`config.mk`:
```
export PLATFORM = sky130hd
export DESIGN_NAME = pwmgen_top
export DESIGN_NICKNAME = d
export VERILOG_FILES = /design/src/rtl/pwmgen_pkg.sv /design/src/rtl/pwmgen_regfile.sv /design/src/rtl/pwmgen_counter.sv /design/src/rtl/pwmgen_outstage.sv /design/src/rtl/pwmgen_top.sv
export SDC_FILE = /design/constraint.sdc
export NUM_CORES = 1
export LEC_CHECK = 0
export BUFFER_PORTS_ARGS = -buffer_cell sky130_fd_sc_hd__buf_4
export CAP_MARGIN = 20
export CORE_MARGIN = 5
export CORE_UTILIZATION = 60
export CTS_CLUSTER_DIAMETER = 200
export DETAILED_ROUTE_END_ITERATION = 10
export GPL_TIMING_DRIVEN = 0
export PLACE_DENSITY = 0.81
export SETUP_SLACK_MARGIN = 0.02
export SLEW_MARGIN = 20
export SYNTH_ARGS = -nofsm -noshare
export SYNTH_HDL_FRONTEND = slang
export SYNTH_SLANG_ARGS = --single-unit
export TNS_END_PERCENT = 5
```
`constraint.sdc`:
```
create_clock -name clk -period 6.88 [get_ports clk]
set_input_delay 1.376 -clock clk [delete_from_list [all_inputs] [get_ports clk]]
set_output_delay 1.376 -clock clk [all_outputs]
set_load 0.01 [all_outputs]
```
`src/rtl/pwmgen_pkg.sv`:
```
package pwmgen_pkg;
  // byte offsets of the three registers
  localparam int OFF_HIGH = 4;
  localparam int OFF_LEN  = 8;
  localparam int OFF_CTL  = 12;
  // control word bit positions
  localparam int B_RUN    = 0;
  localparam int B_MUTE   = 3;
  localparam int B_ONE    = 4;
  localparam int B_MASK   = 5;
  localparam int B_FLAG   = 6;
  localparam int B_CLR    = 7;
  localparam int B_MEAS   = 8;
  localparam int B_INV    = 9;
  localparam int B_DZ     = 10;
  localparam int CTL_BITS = 11;
endpackage

```
`src/rtl/pwmgen_regfile.sv`:
```
module pwmgen_regfile
  import pwmgen_pkg::*;
#(
  parameter int DATA_W = 32,
  parameter int ADDR_W = 4
) (
  input  logic              clk,
  input  logic              rst,
  input  logic              wr_en,
  input  logic [ADDR_W-1:0] addr,
  input  logic [DATA_W-1:0] wr_data,
  input  logic              wrap,
  output logic [DATA_W-1:0] high_q,
  output logic [DATA_W-1:0] len_q,
  output logic              run_q,
  output logic              mute_q,
  output logic              one_q,
  output logic              mask_q,
  output logic              flag_q,
  output logic              inv_q,
  output logic              restart,
  output logic [DATA_W-1:0] rd_data,
  output logic              irq
);
  localparam logic [ADDR_W-1:0] A_HIGH = ADDR_W'(OFF_HIGH);
  localparam logic [ADDR_W-1:0] A_LEN  = ADDR_W'(OFF_LEN);
  localparam logic [ADDR_W-1:0] A_CTL  = ADDR_W'(OFF_CTL);

  logic meas_q, dz_q;
  logic wr_high, wr_len, wr_ctl;
  logic run_n, flag_n, mask_n;
  logic [DATA_W-1:0] ctl_img, rd_n;

  assign wr_high = wr_en && (addr == A_HIGH);
  assign wr_len  = wr_en && (addr == A_LEN);
  assign wr_ctl  = wr_en && (addr == A_CTL);
  assign restart = wr_high || wr_len || (wr_ctl && wr_data[B_CLR]);

  always_comb begin
    if (wr_ctl)
      run_n = wr_data[B_RUN];
    else if (wrap && one_q)
      run_n = 1'b0;
    else
      run_n = run_q;
    mask_n = wr_ctl ? wr_data[B_MASK] : mask_q;
    flag_n = (flag_q && !(wr_ctl && wr_data[B_FLAG])) || wrap;
  end

  always_comb begin
    ctl_img         = '0;
    ctl_img[B_RUN]  = run_q;
    ctl_img[B_MUTE] = mute_q;
    ctl_img[B_ONE]  = one_q;
    ctl_img[B_MASK] = mask_q;
    ctl_img[B_FLAG] = flag_q;
    ctl_img[B_MEAS] = meas_q;
    ctl_img[B_INV]  = inv_q;
    ctl_img[B_DZ]   = dz_q;
  end

  always_comb begin
    unique case (addr)
      A_HIGH:  rd_n = high_q;
      A_LEN:   rd_n = len_q;
      A_CTL:   rd_n = ctl_img;
      default: rd_n = '0;
    endcase
  end

  always_ff @(posedge clk) begin
    if (rst) begin
      high_q  <= '0;
      len_q   <= '0;
      run_q   <= 1'b0;
      mute_q  <= 1'b0;
      one_q   <= 1'b0;
      mask_q  <= 1'b0;
      flag_q  <= 1'b0;
      meas_q  <= 1'b0;
      inv_q   <= 1'b0;
      dz_q    <= 1'b0;
      rd_data <= '0;
      irq     <= 1'b0;
    end else begin
      if (wr_high) high_q <= wr_data;
      if (wr_len)  len_q  <= wr_data;
      if (wr_ctl) begin
        mute_q <= wr_data[B_MUTE];
        one_q  <= wr_data[B_ONE];
        meas_q <= wr_data[B_MEAS];
        inv_q  <= wr_data[B_INV];
        dz_q   <= wr_data[B_DZ];
      end
      run_q   <= run_n;
      mask_q  <= mask_n;
      flag_q  <= flag_n;
      rd_data <= rd_n;
      irq     <= flag_n && mask_n;
    end
  end
endmodule

```
`src/rtl/pwmgen_counter.sv`:
```
module pwmgen_counter #(
  parameter int DATA_W = 32
) (
  input  logic              clk,
  input  logic              rst,
  input  logic              run,
  input  logic              restart,
  input  logic [DATA_W-1:0] len,
  output logic [DATA_W-1:0] cnt_q,
  output logic              wrap
);
  logic len_zero;
  assign len_zero = (len == '0);
  assign wrap = run && !len_zero && !restart && (cnt_q == len - 1'b1);

  always_ff @(posedge clk) begin
    if (rst)
      cnt_q <= '0;
    else if (restart || !run || len_zero || wrap)
      cnt_q <= '0;
    else
      cnt_q <= cnt_q + 1'b1;
  end
endmodule

```
`src/rtl/pwmgen_outstage.sv`:
```
module pwmgen_outstage #(
  parameter int DATA_W = 32
) (
  input  logic              clk,
  input  logic              rst,
  input  logic              run,
  input  logic              mute,
  input  logic              inv,
  input  logic [DATA_W-1:0] high,
  input  logic [DATA_W-1:0] len,
  input  logic [DATA_W-1:0] cnt,
  output logic              pwm_out
);
  logic all_zero, active, level;
  assign all_zero = (high == '0) && (len == '0);
  assign active   = (cnt < high);
  assign level    = run && !mute && !all_zero && (active ^ inv);

  always_ff @(posedge clk) begin
    if (rst) pwm_out <= 1'b0;
    else     pwm_out <= level;
  end
endmodule

```
`src/rtl/pwmgen_top.sv`:
```
module pwmgen_top #(
  parameter int DATA_W = 32,
  parameter int ADDR_W = 4
) (
  input  logic              clk,
  input  logic              rst,
  input  logic              wr_en,
  input  logic [ADDR_W-1:0] addr,
  input  logic [DATA_W-1:0] wr_data,
  output logic [DATA_W-1:0] rd_data,
  output logic              pwm_out,
  output logic              irq
);
  logic [DATA_W-1:0] high_q, len_q, cnt_q;
  logic run_q, mute_q, one_q, mask_q, flag_q, inv_q, restart, wrap;

  pwmgen_regfile #(.DATA_W(DATA_W), .ADDR_W(ADDR_W)) regs_i (
    .clk(clk), .rst(rst), .wr_en(wr_en), .addr(addr), .wr_data(wr_data),
    .wrap(wrap), .high_q(high_q), .len_q(len_q), .run_q(run_q),
    .mute_q(mute_q), .one_q(one_q), .mask_q(mask_q), .flag_q(flag_q),
    .inv_q(inv_q), .restart(restart), .rd_data(rd_data), .irq(irq)
  );

  pwmgen_counter #(.DATA_W(DATA_W)) cnt_i (
    .clk(clk), .rst(rst), .run(run_q), .restart(restart), .len(len_q),
    .cnt_q(cnt_q), .wrap(wrap)
  );

  pwmgen_outstage #(.DATA_W(DATA_W)) out_i (
    .clk(clk), .rst(rst), .run(run_q), .mute(mute_q), .inv(inv_q),
    .high(high_q), .len(len_q), .cnt(cnt_q), .pwm_out(pwm_out)
  );
endmodule

```
* Yosys cells after proc, flatten, opt, wreduce, memory -nomap -nowiden
Cells that the tools add are included.
** Operators by class
- Add/subtract/negate cells :: 2
- Order comparisons :: 1
- Eq/ne operators :: 4
- Mux-type cells :: 4
- Bitwise operators :: 1
- Reduce and logical (&&, ||, !) cells :: 31
** Operator list (number)
- $pmux W32 S3 :: 1
- $logic_not A32 Y1 :: 2
- $add A32 B1 Y32 const B :: 1
- $eq A32 B32 Y1 :: 1
- $lt A32 B32 Y1 :: 1
- $sub A32 B1 Y32 const B :: 1
- $logic_and A1 B1 Y1 :: 15
- $eq A4 B4 Y1 const B :: 2
- $logic_not A1 Y1 :: 6
- $logic_or A1 B1 Y1 :: 6
- $eq A4 B3 Y1 const B :: 1
- $mux W1 :: 3
- $reduce_bool A2 Y1 :: 1
- $reduce_or A2 Y1 :: 1
- $xor A1 B1 Y1 :: 1
** Storage, ports and cells
- Register bits :: 138
- Input port bits :: 39
- Output and inout bits :: 34
- Logic and storage cells :: 57

* Logic depth before layout (Yosys ltp)
Gate-level depths: netlist of run 1.
- Depth after elaboration :: 10
- Depth in mapped cells :: 11
- Depth with buffers taken out :: 10

* Cells and area by module
From an unflattened synthesis of run 1, not the netlist that was laid out.
** Second synthesis, totals
- Cell total of the unflattened synthesis :: 919
- Area total of the unflattened synthesis :: 7711.1 um2
** By module, submodules not included
- pwmgen_regfile :: instances 1, cells each 464, area each 4144.0 um2, sequential area each 2102.0 um2
- pwmgen_counter :: instances 1, cells each 320, area each 2612.5 um2, sequential area each 640.6 um2
- pwmgen_outstage :: instances 1, cells each 135, area each 954.7 um2, sequential area each 20.0 um2

* Worst setup path after synthesis of run 1
No wires, ideal clock.
- Path type :: input to register
- Start point :: input port addr[3]
- End point :: register cnt_i.cnt_q[22]
- Setup time :: 141 ps
- Data arrival time :: 3444 ps
- Required time :: 6739 ps
- Setup slack :: 3295 ps
- Cell stages on the path :: 9
- Path buffers :: 1
- Cell sequence :: nor2b_1 nand3_1 nand3_1 a211o_1 or3_1 or4_4 nor4_4 buf_6 nor3_2
** On the way
- Word-level cells in the longest chain between the ends :: 9
- Elaborated cells between the ends (all ways) :: 16
- Classes of those cells :: eq/ne: 3; reduce/logical: 13
** RTL lines
- start: declaration :: line pwmgen_top.sv:8 : input logic [ADDR_W-1:0] addr,
- $eq A4 B3 Y1 (tied with other cells) :: line pwmgen_regfile.sv:34 : assign wr_high = wr_en && (addr == A_HIGH);
- $logic_and A1 B1 Y1 (on tied branches) :: line pwmgen_regfile.sv:34, pwmgen_regfile.sv:35, pwmgen_regfile.sv:36
- $logic_or A1 B1 Y1 / $logic_and A1 B1 Y1 (equally long branches) :: line pwmgen_regfile.sv:37 : assign restart = wr_high || wr_len || (wr_ctl && wr_data[B_CLR]);
- $logic_or A1 B1 Y1 * :: line pwmgen_regfile.sv:37
- $logic_not A1 Y1 :: line pwmgen_counter.sv:14 : assign wrap = run && !len_zero && !restart && (cnt_q == len - 1'b1);
- $logic_and A1 B1 Y1 (2 in a row) :: line pwmgen_counter.sv:14
- $logic_or A1 B1 Y1 * :: line pwmgen_counter.sv:19 : else if (restart || !run || len_zero || wrap)
- $reduce_or A2 Y1 (no source line) *
- end signal: assignment :: line pwmgen_counter.sv:22 : cnt_q <= cnt_q + 1'b1;
- end: declaration :: line pwmgen_counter.sv:9 : output logic [DATA_W-1:0] cnt_q,
Every way passes the cells marked *; elsewhere a longest branch is shown, timed or not.
A chain may end at the register's enable or synchronous reset.

* Final worst setup path of run 1
- Start point :: register regs_i.len_q[0]
- End point :: register cnt_i.cnt_q[20]
** On the way
- Word-level cells in the longest chain between the ends :: 7
- Elaborated cells between the ends (all ways) :: 10
- Classes of those cells :: add/sub: 1; eq/ne: 1; reduce/logical: 8
** RTL lines
- start: declaration :: line pwmgen_regfile.sv:14 : output logic [DATA_W-1:0] len_q,
- start signal: assignment :: line pwmgen_regfile.sv:87 : if (wr_len) len_q <= wr_data;
- branches (longest 5 deep; another with $sub A32 B1 Y32)
- $logic_or A1 B1 Y1 * :: line pwmgen_counter.sv:19
- $reduce_or A2 Y1 (no source line) *
Mark *: on every way between the ends.

==> implementation parameters, run 1 <==
Parameter                              Value

Logic synthesis
  Count of synthesis-stage warnings from yosys ... 0
  Post-synth top flop ... dfxtp_1
  Area of the mapped netlist ... roughly 7500 µm²
  Largest cells by area after synthesis ... dfxtp_1 (37%), nand2_1 (8.7%), a21oi_1 (5.5%)
  Fraction of synthesis flops using an asynchronous set or reset pin ... 0%
  Syn Nets ... ~1000
  Seq/Total Area, Yosys ... approximately 37%
  Number of synthesized register bits ... 138
  Area leader, netlist ... dfxtp_1
  Avg Synthesized Cell Area ... approximately 8.0 µm²
  Count of flip-flops with a built-in enable after synthesis ... 0
  Post-Synthesis Cells ... around 940
  Count of distinct cell types in the synthesized netlist ... 59
  Post-synth top area share ... 36.79%

Critical path
  Cell repeated most along the worst path ... nor4_4
  Logic depth of the worst register-to-register path ... 11
  Classification of the worst setup path ... flop to flop
  Critical path peak fanout ... 10
  Required arrival time at the worst endpoint ... 7.17 ns
  Critical path origin ... regs_i.len_q[0]$_SDFFE_PP0P_
  Startpoint Class ... flop
  Reg-to-reg setup timing slack ... 2.99 ns
  Source of the worst register-to-register timing path ... regs_i.len_q[0]$_SDFFE_PP0P_
  Worst path cell trace ... inv_1, ha_1, or4b_1, nor4_4, and2_4, xnor2_1, or3_1, or4_4, nor4_4, buf_6, nor3_2
  Critical Path Slowest Stage Cell ... or4b_1
  Largest stage delay on the critical path ... 0.61 ns
  Category of the worst setup path capture point ... flop
  Crit Reg-Reg Endpoint ... cnt_i.cnt_q[20]$_SDFF_PP0_
  Arrival time at the worst endpoint ... 4.18 ns
  End of the critical path ... cnt_i.cnt_q[20]$_SDFF_PP0_

GRT
  Wire length of the first global-routing pass ... 34.88 mm
  Aggregate global routing overflow ... 0
  GRT Resource Usage Total ... 30.19%
  Maximum number of pins on one net before global-route repair ... 17
  Initial antenna violation count ... 0
  Number of global-route vias before repair ... 6926

Hold path
  Min-delay worst type ... flop to flop

Timing
  Number of max-slew violations in the final report ... 0
  Endpoints failing setup ... 0
  Final worst clock skew ... 0.005266 ns
  TNS Setup ... 0 ns
  Transition at the pin with the smallest max-transition slack ... around 1.2 ns
  Post-route fraction of the period consumed by the critical path ... approximately 57%
  Final number of hold-violating endpoints ... 0
  Setup repair after global routing missed its margin ... false
  Final min period ... 3.891 ns
  Headroom to the max-slew limit ... 22.37%
  Fmax achieved ... 257.0 MHz

Clocking
  Cell chosen for the clock root ... clkbuf_16
  Total clock buffers created by CTS ... 17
  CTS tree ... built
  Hold Buf Count CTS ... 0
  Clock input transition at the sequential cells of the worst setup and hold paths ... approximately 0.060 ns
  Post-CTS setup-driven buffer insertion count ... 0
  Sinks on Clock Net ... 138
  Maximum clock insertion buffer count ... 2
  Resize count post-CTS ... 0
  Later-pin clock latency in the skew report ... 0.43 ns
  Deepest level of the CTS H-tree ... 4

Finish
  Final nets ... 1102
  Non-filler instance count after layout ... 1211
  Antenna diodes ... 0
  Cell area after layout ... 8901 µm²
  Ratio of cells with drive above 1 in the final layout ... about 14%
  P&R area growth vs syn ... 18.53%

Floorplan
  Die Outline Area ... 14850 µm²
  Die X ... around 120 µm
  Height of the die ... roughly 120 µm
  Number of top-level pins ... 73
  Total core area ... 12160 µm²
  Cell Rows ... 40
  Initial core utilization ... 61.75%

Placement
  Count of buffers inserted at the top-level ports ... 72
  Routability congestion estimate from global placement ... 0.9718
  Instance area at placement ... 8267 µm²
  Post-Place Cells ... 1179
  HPWL after detailed placement ... 16.17 mm

Drt
  Post-detailed-routing wire length ... between 20 and 25 mm
  Number of vias after detailed routing ... about 7400
  Via-per-instance ratio ... about 6
  DRC violation count after routing ... 0
  First DRT Iteration DRCs ... roughly 650
  Detailed-routing iteration count for the pre-antenna-repair pass ... 5
  Routed wire per std cell ... 18.11 µm
  Post-route ant nets ... 0

Flow run
  Max capacitance violation total ... 0

Status
  Run status ... finished clean

Pwr
  Leakage power summed over all cells ... 3.241 nW
  VDD IR-drop max ... around 0.00017 V
  Ratio of total power to cell area ... 221.1 nW/µm²
## worst min path at each step
stage | slack (ns) | startpoint | to | cells after the start
5_1_grt | 0.51 | regs_i.meas_q$_SDFFE_PP0P_ | regs_i.meas_q$_SDFFE_PP0P_ | 2
2_1_floorplan | 0.44 | regs_i.dz_q$_SDFFE_PP0P_ | regs_i.dz_q$_SDFFE_PP0P_ | 2
3_5_place_dp | 0.46 | regs_i.meas_q$_SDFFE_PP0P_ | regs_i.meas_q$_SDFFE_PP0P_ | 2
4_1_cts | 0.47 | regs_i.meas_q$_SDFFE_PP0P_ | regs_i.meas_q$_SDFFE_PP0P_ | 2
6_report | 0.48 | regs_i.meas_q$_SDFFE_PP0P_ | regs_i.meas_q$_SDFFE_PP0P_ | 2
3_3_place_gp | 0.46 | regs_i.high_q[3]$_SDFFE_PP0P_ | regs_i.high_q[3]$_SDFFE_PP0P_ | 2
## cells by family after synthesis
group / after synthesis / share of synthesized area (%)
xor gates and xnor gates: 70 / 8.164
muxes: 3 / 0.4165
buffers and inverters: 101 / 5.365
AOI/OAI and AO/OA: 183 / 15.05
adders and majority gates: 33 / 5.498
and+or+nand+nor: 411 / 28.72
DFF: 138 / 36.79
## per-layer routing
layer	GRT usage [%]	part of all wire, %	up-vias
met5	0	0	-
li1	-	-	3464
met2	46.37	44	403
met4	13.94	3.5	0
met1	39.63	42	3453
met3	8.124	11	60
## metrics by stage
step	hold slack, ns	util, %	setup WS [ns]	total power [mW]
floorplan	0.4366	-	3.295	0.9322
finish	0.4751	73.19	2.989	1.968
global route	0.5063	73.19	2.810	2.022
CTS	0.4732	73.19	3.031	1.970
global placement	0.4604	67.92	2.725	0.9891
detailed placement	0.4640	67.97	2.693	0.9906
## cell usage in the layout, fill, tap and decap left out, types with 8 or more instances in the layout
cell,instances
a21oi_1,83
nor4_1,22
nor3_1,23
xor2_1,30
inv_1,42
ha_1,33
and3_1,8
o21ai_0,20
buf_4,72
nand2_1,174
xnor2_1,40
nor3_2,30
clkbuf_1,54
dfxtp_1,138
nand3_1,24
clkbuf_16,17
a21o_1,10
nor2_1,63
nand4_1,18
a22oi_1,32
## state kept, by name, summed over array words and instances (netlist names)
name            cells
regs_i.one_q        1
regs_i.mask_q       1
regs_i.flag_q       1
regs_i.meas_q       1
regs_i.run_q        1
regs_i.high_q      32
regs_i.dz_q         1
regs_i.len_q       32
regs_i.inv_q        1
regs_i.mute_q       1
regs_i.irq          1
out_i.pwm_out       1
cnt_i.cnt_q        32
regs_i.rd_data     32
## report_power, final
group | internal, mW | leakage (nW) | switching (mW)
Combinational | 0.0630 | 1.83 | 0.0994
Clock | 0.619 | 0.301 | 0.371
Sequential | 0.806 | 1.11 | 0.00900
Total | 1.49 | 3.24 | 0.479
## cell usage after synthesis (2+ instances only)
library cell	instances
a2111oi_0	2
mux2i_1	2
a22oi_1	32
and4_1	7
or2_2	2
or4_4	3
nor4_1	22
nor3_2	30
a31oi_1	4
nor2_1	63
clkbuf_1	53
inv_1	42
a21oi_1	83
o21a_1	3
xor2_1	30
xnor2_1	40
nand2_1	174
and4b_1	2
nor4_4	3
buf_6	3
nand3_1	24
nor3b_1	3
ha_1	33
o211ai_1	7
nand2b_1	4
nand4_1	18
nor2b_1	3
or4_1	2
nor3_1	23
dfxtp_1	138
nand4b_1	3
o21ai_0	20
a21boi_0	2
and3_1	8
a21o_1	10
buf_1	2
a211oi_1	6
a41oi_1	2
nor4b_1	5
or3_1	4
a211o_1	2
and2_1	3
## worst max-delay path: cells and delay by family, from the launching register on
family	cells	cell delay, ns
and+or+nand+nor	7	2.63
DFF	1	0.38
adders and majority gates	1	0.26
xor gates and xnor gates	1	0.10
buffers and inverters	2	0.36
## cell type report
cell class / count / area (µm²)
inverters: 42 / 157.7
fillers: 969 / 3261
flip-flops and latches: 138 / 2763
clock buffers: 19 / 442.9
repair buffers: 72 / 540.5
plain buffers: 59 / 245.2
well taps: 168 / 210.2
clock inverters: 13 / 191.4
multi-input cells: 700 / 4350
(Power assumes the default switching activity.)
==> inputs of run 2 (changes only) <==
==> constraint.sdc (replaced) <==
create_clock -name clk -period 3.6 [get_ports clk]
set_input_delay 0.72 -clock clk [delete_from_list [all_inputs] [get_ports clk]]
set_output_delay 0.72 -clock clk [all_outputs]
set_load 0.01 [all_outputs]
==> run 2 against run 1 <==
Compared with the run above: flip-flop and latch count unchanged; first-iteration DRC count decreased by 0.47%; cell count increased by 0.41%; setup slack got worse by 2.9 ns; sequential share of layout area decreased by 0.17 points; global-route usage increased by 0.13 points; critical path depth increased by 1; critical endpoint is now cnt_i.cnt_q[22]$_SDFF_PP0_; register-to-register slack got worse by 2.9 ns; clock power increased by 91%; largest power group unchanged; cell area increased by 0.56%; clock skew decreased by 0.00052 ns; sequential power increased by 91%.
==> implementation parameters, run 2 (synthesis results as in run 1) <==
Parameter                              Value

Critical path
  Category of the worst setup path capture point ... flop
  Arrival time at the worst endpoint ... 3.75 ns (-0.43 ns)
  Cell repeated most along the worst path ... nor4_4
  Classification of the worst setup path ... flop to flop
  Critical Path Slowest Stage Cell ... or4b_4
  Required arrival time at the worst endpoint ... 3.88 ns (-3.29 ns)
  Worst path cell trace ... inv_1, ha_2, or4b_4, nor4_4, and2_4, xnor2_1, or3_1, or4_4, nor4_4, buf_4, buf_6, nor3_2
  Largest stage delay on the critical path ... 0.54 ns (-0.07 ns)
  Startpoint Class ... flop
  Critical path peak fanout ... 10 (unchanged)

Floorplan
  Height of the die ... 121.9 µm (unchanged)
  Total core area ... 12160 µm² (unchanged)
  Number of top-level pins ... 73 (unchanged)
  Die X ... 121.9 µm (unchanged)
  Initial core utilization ... 61.75% (unchanged)
  Cell Rows ... 40 (unchanged)
  Die Outline Area ... 14850 µm² (unchanged)

Status
  Run status ... finished clean

Timing
  Endpoints failing setup ... 0 (unchanged)
  Number of max-slew violations in the final report ... 0 (unchanged)
  Final min period ... 3.467 ns (-0.4241 ns)
  Setup repair after global routing missed its margin ... false
  Final worst clock skew ... 0.004743 ns (-0.0005226 ns)
  Fmax achieved ... 288.4 MHz (+12%)
  Headroom to the max-slew limit ... 24.15% (+1.8 points)
  Post-route fraction of the period consumed by the critical path ... 96.30% (+40 points)
  Hold Worst Slack ... 0.4746 ns (-0.0005420 ns)
  Final number of hold-violating endpoints ... 0 (unchanged)
  Post-route worst setup slack ... 0.1331 ns (-2.856 ns)
  Transition at the pin with the smallest max-transition slack ... 1.129 ns (-0.02645 ns)

Pwr
  VDD IR-drop max ... 0.0003169 V (+91%)
  Ratio of total power to cell area ... 421.2 nW/µm² (+90%)
  Power Internal ... 2.850 mW (+91%)
  Leakage power summed over all cells ... 3.265 nW (+0.76%)
  NetSw ... 920.1 µW (+92%)
  Total power of the final layout ... 3.770 mW (+92%)
  Share of total power in the clock network ... 50.3% (about the same)
  Power share of the combinational group ... 8.4% (about the same)
  Switch share ... 24.41% (+0.049 points)
  Sequential share of power ... 41.3% (about the same)

Drt
  Post-route ant nets ... 0 (unchanged)
  Detailed-routing iteration count for the pre-antenna-repair pass ... 5 (unchanged)
  Number of vias after detailed routing ... 7392 (+0.16%)
  DRC violation count after routing ... 0 (unchanged)
  Via-per-instance ratio ... 6.079 (-0.25%)
  Post-detailed-routing wire length ... 22.13 mm (+0.93%)
  First DRT Iteration DRCs ... 642 (-0.47%)
  Routed wire per std cell ... 18.20 µm (+0.51%)

Finish
  Commonest non-fill, non-tap cell in the layout ... nand2_1
  Final nets ... 1107 (+0.45%)
  P&R area growth vs syn ... 19.19%
  Most frequent cells in the layout ... nand2_1 (174), dfxtp_1 (138), a21oi_1 (83)
  End-of-flow core utilization ... 73.60% (+0.41 points)
  Antenna diodes ... 0 (unchanged)
  Ratio of cells with drive above 1 in the final layout ... 15.08% (+0.69 points)

Clocking
  Clock input transition at the sequential cells of the worst setup and hold paths ... 0.06 ns (about the same)
  Sinks on Clock Net ... 138 (unchanged)
  Maximum clock insertion buffer count ... 2 (unchanged)
  CTS tree ... built
  Hold Buf Count CTS ... 0 (unchanged)
  Total clock buffers created by CTS ... 17 (unchanged)
  Later-pin clock latency in the skew report ... 0.43 ns (about the same)
  Cell chosen for the clock root ... clkbuf_16
  Deepest level of the CTS H-tree ... 4 (unchanged)

GRT
  Wire length of the first global-routing pass ... 35.07 mm (+0.55%)
  Maximum number of pins on one net before global-route repair ... 17 (unchanged)
  Number of global-route vias before repair ... 6942 (+0.23%)
  Initial antenna violation count ... 0 (unchanged)
  Aggregate global routing overflow ... 0 (unchanged)
  GRT Resource Usage Total ... 30.32% (+0.13 points)

Hold path
  Min-delay worst type ... flop to flop

Flow run
  Max capacitance violation total ... 0 (unchanged)

Placement
  HPWL after detailed placement ... 16.17 mm (unchanged)
  Routability congestion estimate from global placement ... 0.9718 (unchanged)
  Count of buffers inserted at the top-level ports ... 72 (unchanged)
  Pre-CTS setup slack ... -0.2219 ns (-2.915 ns)
-- run 2: cell types whose count changed in the layout (fill, tap and decap cells not counted) --
cell / before / now
buf_4: 72 / 77
ha_1: 33 / 32
ha_2: 0 / 1
nor4_1: 22 / 21
nor4_2: 0 / 1
or4b_1: 1 / 0
or4b_4: 0 / 1
-- run 2: worst max-delay path, delay by kind of cell, from the launching register on --
family / cells / cell delay, ns
simple gates: 7 / 2.15
buf+inv: 3 / 0.45
flops: 1 / 0.38
fa+ha+maj: 1 / 0.23
xor+xnor: 1 / 0.10
-- run 2: per-layer routing --
| layer | part of all wire, % | track usage (%) | vias to the layer above |
|---|---|---|---|
| met1 | 42 | 39.89 | 3473 |
| met4 | 3.1 | 13.73 | 0 |
| li1 | - | - | 3470 |
| met5 | 0 | 0 | - |
| met3 | 11 | 8.264 | 52 |
| met2 | 44 | 46.51 | 397 |
-- run 2: area by class of cell --
type / instances / area (µm²)
clock buffer: 19 / 442.9
inverter: 42 / 157.7
buffer: 59 / 245.2
fill: 957 / 3211
tap: 168 / 210.2
sequential: 138 / 2763
clock inverter: 13 / 191.4
timing repair buffer: 77 / 578.1
multi-input combinational: 700 / 4363
-- run 2: path summary, 6_finish.rpt --
| check | start | end | slack [ns] | cells after the start |
|---|---|---|---|---|
| setup / recovery | regs_i.len_q[0]$_SDFFE_PP0P_ | cnt_i.cnt_q[22]$_SDFF_PP0_ | 0.13 | 12 |
| setup reg to reg | regs_i.len_q[0]$_SDFFE_PP0P_ | cnt_i.cnt_q[22]$_SDFF_PP0_ | 0.13 | 12 |
| hold / removal | regs_i.meas_q$_SDFFE_PP0P_ | regs_i.meas_q$_SDFFE_PP0P_ | 0.47 | 2 |
| hold reg to reg | regs_i.meas_q$_SDFFE_PP0P_ | regs_i.meas_q$_SDFFE_PP0P_ | 0.47 | 2 |
-- run 2: power by group through the flow --
stage	clock network (mW)	logic (mW)	registers, mW
3_5_place_dp	0	0.303	1.59
3_3_place_gp	0	0.301	1.59
2_1_floorplan	0	0.197	1.58
4_1_cts	1.90	0.309	1.56
5_1_grt	1.97	0.341	1.56
6_report	1.89	0.318	1.56
-- run 2: what timing repair did --
| item | CTS | global route |
|---|---|---|
| endpoints found under the hold margin | 0 | 0 |
| resized for setup | 1 | 2 |
| setup buffers | 4 | 1 |
| pin swaps | 2 | 2 |
| endpoints found under the setup margin | 34 | 34 |
-- run 2: metrics by stage --
stage	area, µm²	setup TNS (ns)	cells
2_1_floorplan	7510	0	939
3_3_place_gp	8260	-4.461	1179
3_5_place_dp	8267	-6.383	1179
4_1_cts	8935	0	1215
5_1_grt	8951	0	1216
6_report	8951	0	1216
